==> src/rtl/spec_line_tracker.sv <==
module spec_line_tracker #(
  parameter int IDX_W  = 3,
  parameter int TAG_W  = 8,
  parameter int DATA_W = 16
) (
  input  logic                   clk,
  input  logic                   rst_n,
  input  logic                   cpu_valid,
  input  logic                   cpu_write,
  input  logic [TAG_W+IDX_W-1:0] cpu_addr,
  input  logic [DATA_W-1:0]      cpu_data,
  input  logic                   tx_active,
  input  logic                   tx_commit,
  input  logic                   snp_valid,
  input  logic                   snp_has_data,
  input  logic [TAG_W+IDX_W-1:0] snp_addr,
  input  logic [DATA_W-1:0]      snp_data,
  output logic                   cpu_hit,
  output logic [DATA_W-1:0]      cpu_rdata,
  output logic                   cpu_spec_rd,
  output logic                   cpu_spec_md,
  output logic                   viol
);
  localparam int LINES = 1 << IDX_W;
  localparam int AW    = TAG_W + IDX_W;

  logic [LINES-1:0]  vld, rd, md, nvld, nrd, nmd;
  logic [TAG_W-1:0]  tags [LINES];
  logic [TAG_W-1:0]  ntag [LINES];
  logic [DATA_W-1:0] dats [LINES];
  logic [DATA_W-1:0] ndat [LINES];
  logic              seen;

  wire [IDX_W-1:0] ci = cpu_addr[IDX_W-1:0];
  wire [TAG_W-1:0] ct = cpu_addr[AW-1:IDX_W];
  wire [IDX_W-1:0] si = snp_addr[IDX_W-1:0];
  wire [TAG_W-1:0] st = snp_addr[AW-1:IDX_W];

  wire spec    = tx_active & ~seen;
  wire snp_hit = snp_valid & vld[si] & (tags[si] == st);
  wire fire    = snp_hit & rd[si] & spec;

  assign cpu_hit     = vld[ci] & (tags[ci] == ct);
  assign cpu_rdata   = dats[ci];
  assign cpu_spec_rd = cpu_hit & rd[ci];
  assign cpu_spec_md = cpu_hit & md[ci];

  always_comb begin
    nvld = vld;
    nrd  = rd;
    nmd  = md;
    ntag = tags;
    ndat = dats;
    if (snp_hit) begin
      if (snp_has_data) ndat[si] = snp_data;
      else begin
        nvld[si] = 1'b0;
        nrd[si]  = 1'b0;
        nmd[si]  = 1'b0;
      end
    end
    if (fire) begin
      nvld = nvld & ~nmd;
      nrd  = '0;
      nmd  = '0;
    end else if (cpu_valid) begin
      if (!(nvld[ci] && ntag[ci] == ct)) begin
        nvld[ci] = 1'b1;
        ntag[ci] = ct;
        ndat[ci] = cpu_data;
        nrd[ci]  = 1'b0;
        nmd[ci]  = 1'b0;
      end else if (cpu_write) begin
        ndat[ci] = cpu_data;
      end
      if (spec) begin
        if (cpu_write) nmd[ci] = 1'b1;
        else           nrd[ci] = 1'b1;
      end
    end
    if (tx_commit) begin
      nrd = '0;
      nmd = '0;
    end
  end

  always_ff @(posedge clk) begin
    if (!rst_n) begin
      vld  <= '0;
      rd   <= '0;
      md   <= '0;
      seen <= 1'b0;
      viol <= 1'b0;
      for (int i = 0; i < LINES; i++) begin
        tags[i] <= '0;
        dats[i] <= '0;
      end
    end else begin
      vld  <= nvld;
      rd   <= nrd;
      md   <= nmd;
      tags <= ntag;
      dats <= ndat;
      viol <= fire;
      seen <= tx_active & (seen | fire);
    end
  end

  a_r4_single_pulse: assert property (@(posedge clk) disable iff (!rst_n)
    viol |=> !viol);
  a_r5_rollback_clears: assert property (@(posedge clk) disable iff (!rst_n)
    viol |-> (rd == '0) && (md == '0));
  a_r8_commit_clears: assert property (@(posedge clk) disable iff (!rst_n)
    $past(tx_commit) |-> (rd == '0) && (md == '0));
  a_r9_no_viol_when_idle: assert property (@(posedge clk) disable iff (!rst_n)
    !tx_active |=> !viol);
  a_r2_flags_need_tx: assert property (@(posedge clk) disable iff (!rst_n)
    ((rd & ~$past(rd)) != '0) || ((md & ~$past(md)) != '0) |-> $past(tx_active));
endmodule

==> config.mk <==
export PLATFORM = sky130hd
export DESIGN_NAME = spec_line_tracker
export DESIGN_NICKNAME = d
export VERILOG_FILES = /design/src/rtl/spec_line_tracker.sv
export SDC_FILE = /design/constraint.sdc
export NUM_CORES = 1
export LEC_CHECK = 0
export BUFFER_PORTS_ARGS = -buffer_cell sky130_fd_sc_hd__buf_2
export CAP_MARGIN = 10
export CORE_MARGIN = 4
export CORE_UTILIZATION = 50
export CTS_CLUSTER_SIZE = 25
export DETAILED_ROUTE_END_ITERATION = 6
export GPL_TIMING_DRIVEN = 0
export HOLD_SLACK_MARGIN = 0.12
export MAX_ROUTING_LAYER = met4
export PLACE_DENSITY = 0.68
export SKIP_LAST_GASP = 1
export SLEW_MARGIN = 15
export SYNTH_ARGS = -nofsm -noshare
export SYNTH_HDL_FRONTEND = slang
export SYNTH_SLANG_ARGS = --single-unit
==> constraint.sdc <==
create_clock -name clk -period 5.6 [get_ports clk]
set_input_delay 1.12 -clock clk [delete_from_list [all_inputs] [get_ports clk]]
set_output_delay 1.12 -clock clk [all_outputs]
set_load 0.05 [all_outputs]
==> reports/metrics.yaml <==
place:
  place_ws_ps: -519.0
  gp_congestion: 0.9759
  placed_area_um2: 12620
  dpl.hpwl_mm: 30.21
  io_buffers: 63
final_layout:
  final_common_cell: "dfxtp_1"
  multiInputGateArea_um2: 6788
  mostFrequentLayoutCells: "218 x dfxtp_1, 212 x mux2i_1, 127 x nand2_1"
  layout-drive-gt1-share: 0.1486
  nets: 1468
  nFillCells: 2183
  final_cell_area_um2: 13440
  syn_to_final_growth_pct: 13.33
  register_area_um2: 4364
cts:
  cts_sinks: 218
  clk_latency_ps: 540
  clk_path_buf_depth: 3
  h-tree-depth: 1
  cts_tree: "done"
  cts.clk_slew.worst_paths_ps: 50
  cts_made_buffers: 25
  clockRootBuffer: "clkbuf_16"
timing:
  setup_slack_ps: 173.3
  worst_pin_slew_ps: 1076
  fin_crit_ps: 5427
  relSlewSlack: 0.2825
  final_max_slew_viol_count: 0
  fmax_mhz: 184.3
  finalCritPeriodShare: 0.9690
  hold_violations: 0
  fin_hold_ws_ps: 475.8
  fin_tns_setup_ps: 0
  setup_viol: 0
  rsz0062_at_grt: "false"
  clock-skew-final_ps: 15.93
die:
  die_x_um: 162.0
  coreArea_um2: 23400
  dieArea_um2: 26250
  die_h_um: 162.0
  num_rows: 56
  initial_core_util: 0.5069
  io_pins: 82
critical_path:
  timing.rr.end: "dats[38]"
  arrival_ps: 4310
  end_kind: "output port"
  reg2reg_depth: 14
  r2r-start: "tags[3]"
  required_ps: 4480
  cp_max_fo: 10
  start_kind: "input pin"
  critPathCapture: "cpu_rdata[6]"
  critPathLaunch: "cpu_addr[2]"
  path_class: "input pin to output port"
  reg2reg_slack_ps: 1560
routing:
  dr.max_layer_used: "met4"
  wl_met3_mm: 4.465
  drc_errors: 0
  wl_met2_mm: 20.10
  vias: 11414
  drtPass1Iterations: 6
  viasPerCell: 6.556
  routed_wl_mm: 44.21
  drt_iter0_markers: 1439
  postRouteAntennaNets: 0
  met1_length_mm: 17.83
  wl_per_cell_um: 25.40
power_and_ir_drop:
  p_leak_nw: 5.586
  cellPowerDensity_nw_per_um2: 272.9
  p_clk_frac: 0.447
  pwr-share-comb: 0.111
  power_switching_w: 0.0009876
  netSwitchingFraction: 0.2692
  vdd_drop_max_v: 0.0002094
  p_int_w: 0.002681
  pwr-share-seq: 0.443
logic_synthesis:
  ys_warn_count: 0
  seq_area_frac_synth: 0.3679
  avgSynthCellArea_um2: 9.007
  synth_area_um2: 11860
  synth_cells: 1317
  async_flop_share: 0
  ys_types: 56
  ys_ff_latch: 218
  synth_nets: 1379
  ys.flop_type: "dfxtp_1"
  synth-edff-count: 0
job:
  cap_violations: 0
global_route:
  grt_pass1_wl_mm: 65.98
  grt_usage: 0.3334
  grt_max_degree: 14
  antenna_found_initial: 1
  grt_pass1_vias: 10836
  grt.overflow.total: 0
status:
  status: "completed"
min_path:
  hp-class: "flip-flop to flip-flop"
-- worst max-delay path, stage by stage --
cell and delay (ps):
buf_2 100, clkbuf_2 220, and3_1 660, clkbuf_1 700, clkbuf_1 730, a22oi_1 270, nand4_1 210, buf_2 280
-- metrics by stage --
stage,utilization,total power (W),cells
after floorplan,-,0.001897,1317
after global placement,0.5377,0.002040,1699
after detailed placement,0.5391,0.002046,1701
after CTS,0.5739,0.003650,1741
after global routing,0.5745,0.003754,1741
final,0.5745,0.003669,1741
-- sequential cells by signal (all words and copies together), names as in the netlist --
register / cells
dats: 128
rd: 8
vld: 8
seen: 1
md: 8
viol: 1
tags: 64
-- synthesized netlist by cell type (4+ instances only) --
master,n,share of area
mux2i_1,212,0.18
inv_1,5,0.0016
a22o_1,10,0.0074
o22ai_1,14,0.0074
o21ai_0,13,0.0055
a21boi_1,6,0.0038
a21oi_1,126,0.053
buf_1,19,0.0060
nand3_1,29,0.012
clkbuf_1,69,0.022
a221oi_1,7,0.0052
and3_1,7,0.0037
buf_2,45,0.019
nor3_1,4,0.0017
nand2_1,127,0.040
or2_1,12,0.0063
a31oi_1,6,0.0032
nand2b_1,20,0.011
or2_2,11,0.0058
nor2_1,19,0.0060
o31ai_1,112,0.071
dfxtp_1,218,0.37
nand4_1,23,0.012
o211ai_1,23,0.015
a22oi_1,89,0.056
mux4_2,8,0.015
nor4_1,5,0.0026
buf_6,14,0.013
nor2b_1,8,0.0042
xor2_1,11,0.0081
-- cell type report --
type / instances / share of cell area
Multi-Input combinational cell: 944 / 0.5049
Clock inverter: 10 / 0.008190
Timing Repair Buffer: 65 / 0.02513
Clock buffer: 31 / 0.05119
Inverter: 5 / 0.001396
Antenna cell: 2 / 0.0003723
Buffer: 147 / 0.05454
Sequential cell: 218 / 0.3246
Tap cell: 319 / 0.02969
-- routing by layer --
layer | vias to the layer above | track usage
li1 | 5111 | -
met1 | 5403 | 0.4418
met3 | 147 | 0.05506
met2 | 753 | 0.5167
met5 | - | -
met4 | 0 | 0.1234
-- worst min-delay path by stage --
stage / from / endpoint / slack, ps / cells after the start
final: rd[2] / rd[2] / 480 / 2
after global routing: rd[2] / rd[2] / 490 / 2
after CTS: rd[2] / rd[2] / 470 / 2
after detailed placement: rd[2] / rd[2] / 460 / 2
after global placement: tags[37] / tags[37] / 460 / 2
after floorplan: rd[3] / rd[3] / 450 / 2
-- power by group through the flow --
stage	Combinational (W)	Sequential [W]	Clock [W]
final	0.000406	0.00162	0.00164
after global routing	0.000428	0.00163	0.00170
after CTS	0.000393	0.00162	0.00163
after detailed placement	0.000390	0.00166	0
after global placement	0.000385	0.00165	0
after floorplan	0.000250	0.00165	0
-- cell families (layout without fill, tap and decap cells) --
kind of cell / count (synthesis) / after routing / share of synthesized area
AOI/OAI and AO/OA: 418 / 418 / 0.2377
and+or+nand+nor: 290 / 290 / 0.1242
muxes: 223 / 223 / 0.1969
DFF: 218 / 218 / 0.3679
buffers and inverters: 155 / 258 / 0.06360
xor gates and xnor gates: 13 / 13 / 0.009598
other: 0 / 2 / 0
-- timing repair --
action	in CTS	in global routing
setup endpoints to repair	11	2
pin swaps	0	0
gates resized for setup	8	10
setup buffers	0	0
cloned	0	0
hold buffers	0	0
(Power assumes the default switching activity.)
